$ cat config.mk
export PLATFORM = sky130hd
export DESIGN_NAME = status_chain_serializer
export DESIGN_NICKNAME = d
export VERILOG_FILES = /design/src/rtl/ser_pkg.sv /design/src/rtl/ser_sync.sv /design/src/rtl/ser_edge.sv /design/src/rtl/ser_shreg.sv /design/src/rtl/status_chain_serializer.sv
export SDC_FILE = /design/constraint.sdc
export NUM_CORES = 1
export LEC_CHECK = 0
export ABC_AREA = 1
export CORE_MARGIN = 2
export CORE_UTILIZATION = 48
export CTS_CLUSTER_SIZE = 14
export DETAILED_ROUTE_END_ITERATION = 16
export PLACE_DENSITY = 0.76
export SYNTH_ARGS = -nofsm -noshare
export SYNTH_HDL_FRONTEND = slang
export SYNTH_HIERARCHICAL = 1
export SYNTH_SLANG_ARGS = --single-unit
$ cat constraint.sdc
create_clock -name clk -period 1.2 [get_ports clk]
set_input_delay 0.18 -clock clk [delete_from_list [all_inputs] [get_ports clk]]
set_output_delay 0.18 -clock clk [all_outputs]
set_load 0.03 [all_outputs]
$ cat src/rtl/ser_pkg.sv
package ser_pkg;
  // Register operation chosen each system cycle
  typedef enum logic [1:0] {
    OP_HOLD  = 2'd0,
    OP_LOAD  = 2'd1,
    OP_SHIFT = 2'd2
  } ser_op_t;

  // Slot of each external strobe in the synchronizer bus
  localparam int SY_LD   = 0;
  localparam int SY_CE   = 1;
  localparam int SY_CLK  = 2;
  localparam int SY_SIN  = 3;
  localparam int SY_NUM  = 4;

  // Idle level of each strobe, indexed as above: sin=0, sclk=0, ce_n=1, ld_n=1
  localparam logic [SY_NUM-1:0] SY_IDLE = 4'b0011;

  // Number of diagnostic bits appended behind the data
  localparam int DIAG_W = 3;
endpackage

$ cat src/rtl/ser_sync.sv
module ser_sync #(
  parameter int               WIDTH   = 4,
  parameter int               STAGES  = 2,
  parameter logic [WIDTH-1:0] RST_VAL = '0
) (
  input  logic             clk,
  input  logic             rst_n,
  input  logic [WIDTH-1:0] d,
  output logic [WIDTH-1:0] q
);
  for (genvar b = 0; b < WIDTH; b++) begin : g_bit
    logic [STAGES-1:0] chain;
    always_ff @(posedge clk or negedge rst_n) begin
      if (!rst_n) chain <= {STAGES{RST_VAL[b]}};
      else        chain <= {chain[STAGES-2:0], d[b]};
    end
    assign q[b] = chain[STAGES-1];
  end
endmodule

$ cat src/rtl/ser_edge.sv
module ser_edge (
  input  logic clk,
  input  logic rst_n,
  input  logic level,
  output logic rise
);
  logic prev;
  always_ff @(posedge clk or negedge rst_n) begin
    if (!rst_n) prev <= 1'b0;
    else        prev <= level;
  end
  assign rise = level & ~prev;

  // one detected rise per external edge, never two cycles in a row
  p_rise_single_r3: assert property (@(posedge clk) disable iff (!rst_n)
    rise |=> !rise);
  // a falling level never produces a rise
  p_no_rise_on_fall_r9: assert property (@(posedge clk) disable iff (!rst_n)
    $fell(level) |-> !rise);
endmodule

$ cat src/rtl/ser_shreg.sv
module ser_shreg
  import ser_pkg::*;
#(
  parameter int DATA_W  = 8,
  localparam int FRAME_W = DATA_W + DIAG_W
) (
  input  logic               clk,
  input  logic               rst_n,
  input  logic               load_req,
  input  logic               shift_req,
  input  logic               ser_in,
  input  logic [DATA_W-1:0]  data,
  input  logic               ot,
  input  logic               uv,
  input  logic               par,
  output logic [FRAME_W-1:0] frame
);
  // Output end is the MSB: data MSB first, then ot, uv, par at bit 0.
  function automatic logic [FRAME_W-1:0] pack_frame(
    input logic [DATA_W-1:0] d, input logic t, input logic u, input logic p);
    return {d, t, u, p};
  endfunction

  function automatic logic [FRAME_W-1:0] shift_frame(
    input logic [FRAME_W-1:0] f, input logic s);
    return {f[FRAME_W-2:0], s};
  endfunction

  ser_op_t              op;
  logic [FRAME_W-1:0]   load_word;

  assign load_word = pack_frame(data, ot, uv, par);

  always_comb begin
    if (load_req)       op = OP_LOAD;
    else if (shift_req) op = OP_SHIFT;
    else                op = OP_HOLD;
  end

  always_ff @(posedge clk or negedge rst_n) begin
    if (!rst_n) frame <= '0;
    else begin
      case (op)
        OP_LOAD:  frame <= load_word;
        OP_SHIFT: frame <= shift_frame(frame, ser_in);
        default:  frame <= frame;
      endcase
    end
  end

  // a load cycle leaves the packed parallel word in the register
  p_load_wins_r1: assert property (@(posedge clk) disable iff (!rst_n)
    load_req |=> frame == $past(load_word));
  // no request means the frame is untouched
  p_hold_r4: assert property (@(posedge clk) disable iff (!rst_n)
    (!load_req && !shift_req) |=> $stable(frame));
  // a shift moves every stage one place toward the output
  p_shift_moves_r3: assert property (@(posedge clk) disable iff (!rst_n)
    (!load_req && shift_req) |=> frame[FRAME_W-1:1] == $past(frame[FRAME_W-2:0]));
  // the serial input lands in the stage next to parity
  p_sin_entry_r7: assert property (@(posedge clk) disable iff (!rst_n)
    (!load_req && shift_req) |=> frame[0] == $past(ser_in));
endmodule

$ cat src/rtl/status_chain_serializer.sv
module status_chain_serializer
  import ser_pkg::*;
#(
  parameter int DATA_W      = 8,
  parameter int SYNC_STAGES = 2,
  localparam int FRAME_W    = DATA_W + DIAG_W
) (
  input  logic              clk,
  input  logic              rst_n,
  input  logic              ld_n,
  input  logic              ce_n,
  input  logic              sclk,
  input  logic              sin,
  input  logic [DATA_W-1:0] in_data,
  input  logic              ot_flag,
  input  logic              uv_flag,
  input  logic              par_bit,
  output logic              sout
);
  logic [SY_NUM-1:0]  raw_bus, sync_bus;
  logic               sclk_rise;
  logic               load_req, shift_req;
  logic [FRAME_W-1:0] frame;

  always_comb begin
    raw_bus         = '0;
    raw_bus[SY_LD]  = ld_n;
    raw_bus[SY_CE]  = ce_n;
    raw_bus[SY_CLK] = sclk;
    raw_bus[SY_SIN] = sin;
  end

  ser_sync #(.WIDTH(SY_NUM), .STAGES(SYNC_STAGES), .RST_VAL(SY_IDLE)) u_sync (
    .clk(clk), .rst_n(rst_n), .d(raw_bus), .q(sync_bus));

  ser_edge u_edge (
    .clk(clk), .rst_n(rst_n), .level(sync_bus[SY_CLK]), .rise(sclk_rise));

  // Named events for the assertions
  assign load_req  = ~sync_bus[SY_LD];
  assign shift_req = sclk_rise & ~sync_bus[SY_CE];

  ser_shreg #(.DATA_W(DATA_W)) u_reg (
    .clk(clk), .rst_n(rst_n),
    .load_req(load_req), .shift_req(shift_req), .ser_in(sync_bus[SY_SIN]),
    .data(in_data), .ot(ot_flag), .uv(uv_flag), .par(par_bit),
    .frame(frame));

  assign sout = frame[FRAME_W-1];

  // the output end follows input MSB while loading
  p_msb_out_r6: assert property (@(posedge clk) disable iff (!rst_n)
    load_req |=> sout == $past(in_data[DATA_W-1]));
  // shift enable high blocks serial movement of the output
  p_ce_blocks_r4: assert property (@(posedge clk) disable iff (!rst_n)
    (!load_req && sync_bus[SY_CE]) |=> $stable(sout));
  // reset state is all zeros
  p_reset_zero_r8: assert property (@(posedge clk)
    !rst_n |-> frame == '0);
endmodule

Word level (Yosys, flattened, before mapping)
Index checks and enable logic that the tools add are counted.

word-level totals
  flip-flop bits (word level) = 20
  bits of input ports = 17
  output and inout port bits = 1
  logic and storage cells = 16

operators by class
  bitwise logic cells = 4
  reduce and logical (&&, ||, !) cells = 1
  mux-type cells = 3
  eq/ne operators = 2

operators by type and width
  kind                                                             number
  11-bit one-hot mux with 2 select lines                           1
  2-bit 2-to-1 mux                                                 2
  1-bit bitwise AND                                                2
  2-bit by 1-bit == test with 1-bit output, second input constant  1
  2-bit == test, second input constant                             1
  1-bit NOT                                                        2
  2-bit nonzero test                                               1

Longest topological paths before layout
  depth in word-level cells = 7
  gate-level depth with buffers = 9
  gate-level depth less buffers = 7

Hierarchy
Netlist, hierarchy kept.

by module, submodules not included
  module                   seq. area each (um^2)  area an instance (um^2)  cells each  instances
  ser_shreg                275.3                  565.5                    61          1
  ser_sync                 205.2                  235.2                    12          1
  ser_edge                 25.0                   35.0                     3           1
  status_chain_serializer  0.0                    13.8                     3           1

Worst setup path after synthesis
Ideal clock, no wire load.

  kind = reg2reg
  start point = register u_sync.g_bit[2].chain[1]
  end point = register u_reg.frame[10]
  clock period less this slack = 1110 ps
  buffers on the path = 2
  library setup time = 125 ps
  path slack = 90 ps
  data required time = 1075 ps
  cell stages (with the launch flop) = 10
  arrival time = 985 ps
  cells stage by stage = dfrtp_1 buf_4 inv_1 nor2_2 inv_1 nor2_2 nor2_2 buf_4 nand2_1 nand3_1

between the ends
  word-level cells in the longest chain between the ends = 6
  elaborated cells on any way between the ends = 8
  those cells by class = 2 x eq/ne; 3 x mux; 2 x bitwise; 1 x reduce/logical

ends and longest elaborated chain
  item                                                                          line                           text
  start: declaration                                                            ser_sync.sv:12                 logic [STAGES-1:0] chain;
  start signal: assignment                                                      ser_sync.sv:14                 if (!rst_n) chain <= {STAGES{RST_VAL[b]}};
  start signal: assignment                                                      ser_sync.sv:15                 else chain <= {chain[STAGES-2:0], d[b]};
  1-bit bitwise AND (*)                                                         ser_edge.sv:12                 assign rise = level & ~prev;
  net sclk_rise                                                                 status_chain_serializer.sv:21  logic sclk_rise;
  1-bit bitwise AND (*)                                                         status_chain_serializer.sv:41  assign shift_req = sclk_rise & ~sync_bus[SY_CE];
  net shift_req                                                                 status_chain_serializer.sv:22  logic load_req, shift_req;
  2-bit 2-to-1 mux (*)                                                          ser_shreg.sv:36                else if (shift_req) op = OP_SHIFT;
  2-bit 2-to-1 mux (*)                                                          ser_shreg.sv:35                if (load_req) op = OP_LOAD;
  2-bit == test or 2-bit by 1-bit == test with 1-bit output (tied branches)     ser_shreg.sv:43                case (op)
  11-bit one-hot mux with 2 select lines or 2-bit nonzero test (tied branches)  --
  end signal: assignment                                                        ser_shreg.sv:44                OP_LOAD: frame <= load_word;
  end signal: assignment                                                        ser_shreg.sv:45                OP_SHIFT: frame <= shift_frame(frame, ser_in);
  end signal: assignment                                                        ser_shreg.sv:46                default: frame <= frame;
  end: declaration                                                              ser_shreg.sv:16                output logic [FRAME_W-1:0] frame

The timed path passes the listed nets; every way through them passes the cells marked *.
A chain may end at the register's enable or synchronous reset.

Worst setup path after layout
  start point = register u_sync.g_bit[0].chain[1]
  end point = register u_reg.frame[10]

between the ends
  word-level cells in the longest chain between the ends = 3
  elaborated cells on any way between the ends = 5
  those cells by class = 2 x eq/ne; 2 x mux; 1 x reduce/logical

ends and longest elaborated chain
  item                                                                          line
  start: declaration                                                            ser_sync.sv:12
  start signal: assignment                                                      ser_sync.sv:14
  start signal: assignment                                                      ser_sync.sv:15
  2-bit 2-to-1 mux (*)                                                          ser_shreg.sv:35
  2-bit == test or 2-bit by 1-bit == test with 1-bit output (tied branches)     ser_shreg.sv:43
  11-bit one-hot mux with 2 select lines or 2-bit nonzero test (tied branches)  --

Every way passes the cells marked *; elsewhere a longest branch is shown, timed or not.

==> metrics.cfg <==
[floorplanning]
die_area_sq_um = 2120
core-area_sq_um = 1690
die_h_um = 46.1
num_rows = 15
start_util_pct = 50.3
die_x_um = 46.1
ioPinCount = 18

[sta]
worst_pin_slew_ns = 0.284
period_needed_ns = 1.15
timing.final.crit_share_pct = 95.7
setup_viol = 0
slew_headroom_pct = 81.0
final.setup_skew_ns = 0.000839
hold_violations = 0
setup_ws_ns = 0.0517
report.final.slew_viol_count = 0
rsz0062_at_grt = true
max_freq_mhz = 871

[run_status]
outcome = completed

[worst_setup_path]
required_ns = 1.45
rrSetupSlack_ns = 0.05
reg2reg_to = u_reg/frame[10]
crit_path_end_kind = flip-flop
crit_path_max_fanout = 5
cp_data_arrival_time_ns = 1.40
path_class = reg -> reg
cp-start-kind = flip-flop
reg2reg_depth = 4
reg2reg_from = u_sync/g_bit[0].chain[1]

[logic_synthesis]
yosys.area.top_type_share_pct = 47.1
synth_area_leaders = dfrtp_1 (47%), dfstp_2 (12%), nand3_2 (12%), nand2_1 (9.7%), nand3_1 (7.1%)
synth.avg_cell_area_sq_um = 10.8
syn-num-nets = 96
synth_area_sq_um = 850
synth_cell_types = 10
yosysTopAreaCell = dfrtp_1
ys_seq_elements = 20
synth_warnings = 6
syn_inst = 79
ys_seq_area_share_pct = 59.5

[pwr]
clkPwrFrac_pct = 36.7
p_per_area_nw_per_um2 = 1340
power.static_leakage_nw = 0.504
p_sw_share_pct = 22.6
p_seq_share_pct = 50.9
vdd_drop_max_uv = 737
internal_power_mw = 1.17
comb_power_share_pct = 12.5
p_sw_uw = 340
fin_total_pwr_mw = 1.51

[detailed_routing]
vias_per_cell = 5.12
wl_met3_um = 59
drt-total-wl_mm = 1.49
drt_pass1_iterations = 4
wl_per_cell_um = 12.8
ant_nets = 0
drc_errors = 0
highest_layer = met4
wl_met1_um = 617
wl_met2_um = 799
num_vias = 594
drt_iter0_drc = 5

[layout]
fin_nets = 117
n_antenna_cell = 0
drive_above_1_share_pct = 36.4
final_util_pct = 66.3
synthToLayoutAreaGrowth_pct = 31.8
final_cell_area_sq_um = 1120

[clock_tree]
clkTransAtPathRegs_ns = 0.12
insertion_delay_ns = 0.30
cts-htree-levels = 1
numCtsBuffers = 3
clockBufferDepth = 2
tritoncts = built
cts_num_sinks = 20
cts-root-buf = clkbuf_4

[placed_design]
port_buffers = 17
pre_cts_ws_ns = 0.101
hpwl_um = 928
postPlaceCellArea_sq_um = 1010
routabilityCongestion = 0.763

[global_route]
antenna_found_initial = 0
grt_pass1_wl_mm = 2.24
grt-ovfl-total = 0
grt_pass1_vias = 512
grt_usage_pct = 15.3
grt_max_degree = 21

[hold_path]
worstHoldPathType = in -> async

[job]
max_cap_violations = 0

[layout make-up]
| class | count | area [sq um] |
|---|---|---|
| flip-flops and latches | 20 | 505 |
| inverters | 4 | 17.5 |
| repair buffers | 23 | 220 |
| clock inverters | 1 | 30.0 |
| well taps | 17 | 21.3 |
| multi-input cells | 48 | 303 |
| fillers | 129 | 569 |
| clock buffers | 3 | 22.5 |
[worst max-delay path, cell delays in order (launching register included)]
cell,delay [ns]
dfstp_2,0.54
inv_1,0.13
nor2_2,0.26
nand2_1,0.10
nand3_2,0.07
[cell usage after synthesis]
cell / count
dfstp_2: 4
inv_1: 3
nor2_2: 3
nand3_2: 10
buf_6: 2
dfrtp_1: 16
inv_2: 1
nand2_1: 22
nand3_1: 12
buf_4: 6
[logic make-up after synthesis]
| group | Yosys count | share of synthesized area [%] |
|---|---|---|
| buffers and inverters | 12 | 9.72 |
| flip-flops | 20 | 59.5 |
| AND/OR/NAND/NOR | 47 | 30.8 |
[cell usage in the layout, fill, tap and decap left out]
cell             Yosys  layout
nand2_1             22      22
clkdlybuf4s50_1      0      16
dfrtp_1             16      16
nand3_2             10      15
nand3_1             12       7
buf_4                6       5
dfstp_2              4       4
clkbuf_4             0       3
inv_1                3       2
nor2_4               0       2
buf_6                2       2
nor2_2               3       2
inv_2                1       1
bufinv_16            0       1
inv_4                0       1
[flip-flops by register name, indices dropped and copies added (netlist names)]
signal              flops
u_edge/prev             1
u_reg/frame            11
u_sync/g_bit.chain      8
[layer usage]
metal	global-route usage, %	up-vias
li1	-	289
met3	3.53	2
met1	21.1	293
met5	0	-
met2	22.2	10
met4	8.57	0
[worst max-delay path by stage]
stage | from | cells past startpoint | to
after global routing | u_sync/g_bit[0].chain[1] | 4 | u_reg/frame[10]
after CTS | u_sync/g_bit[2].chain[1] | 7 | u_reg/frame[1]
after floorplan | u_sync/g_bit[2].chain[1] | 9 | u_reg/frame[10]
after detailed placement | u_edge/prev | 6 | u_reg/frame[1]
final | u_sync/g_bit[0].chain[1] | 4 | u_reg/frame[10]
after global placement | u_edge/prev | 6 | u_reg/frame[1]
[through the flow]
step | TNS (ns) | hold WS, ns | instances
global placement | 0 | 0.334 | 110
finish | 0 | 0.195 | 116
detailed placement | 0 | 0.335 | 110
CTS | 0 | 0.194 | 114
global route | -0.101 | 0.191 | 116
floorplan | 0 | -0.116 | 79
[repair_timing]
item / CTS / global route
hold buffers: 0 / 0
resized for setup: 0 / 13
setup buffers: 0 / 1
endpoints found under the hold margin: 0 / 0
endpoints found under the setup margin: 0 / 10
[power groups by stage]
| stage | Sequential [mW] | Clock [mW] | Combinational [mW] |
|---|---|---|---|
| 5_1_grt | 0.772 | 0.595 | 0.207 |
| 6_report | 0.766 | 0.552 | 0.188 |
| 3_3_place_gp | 0.775 | 0 | 0.165 |
| 3_5_place_dp | 0.777 | 0 | 0.168 |
| 2_1_floorplan | 0.775 | 0 | 0.0882 |
| 4_1_cts | 0.764 | 0.556 | 0.169 |
(Power assumes the default switching activity.)
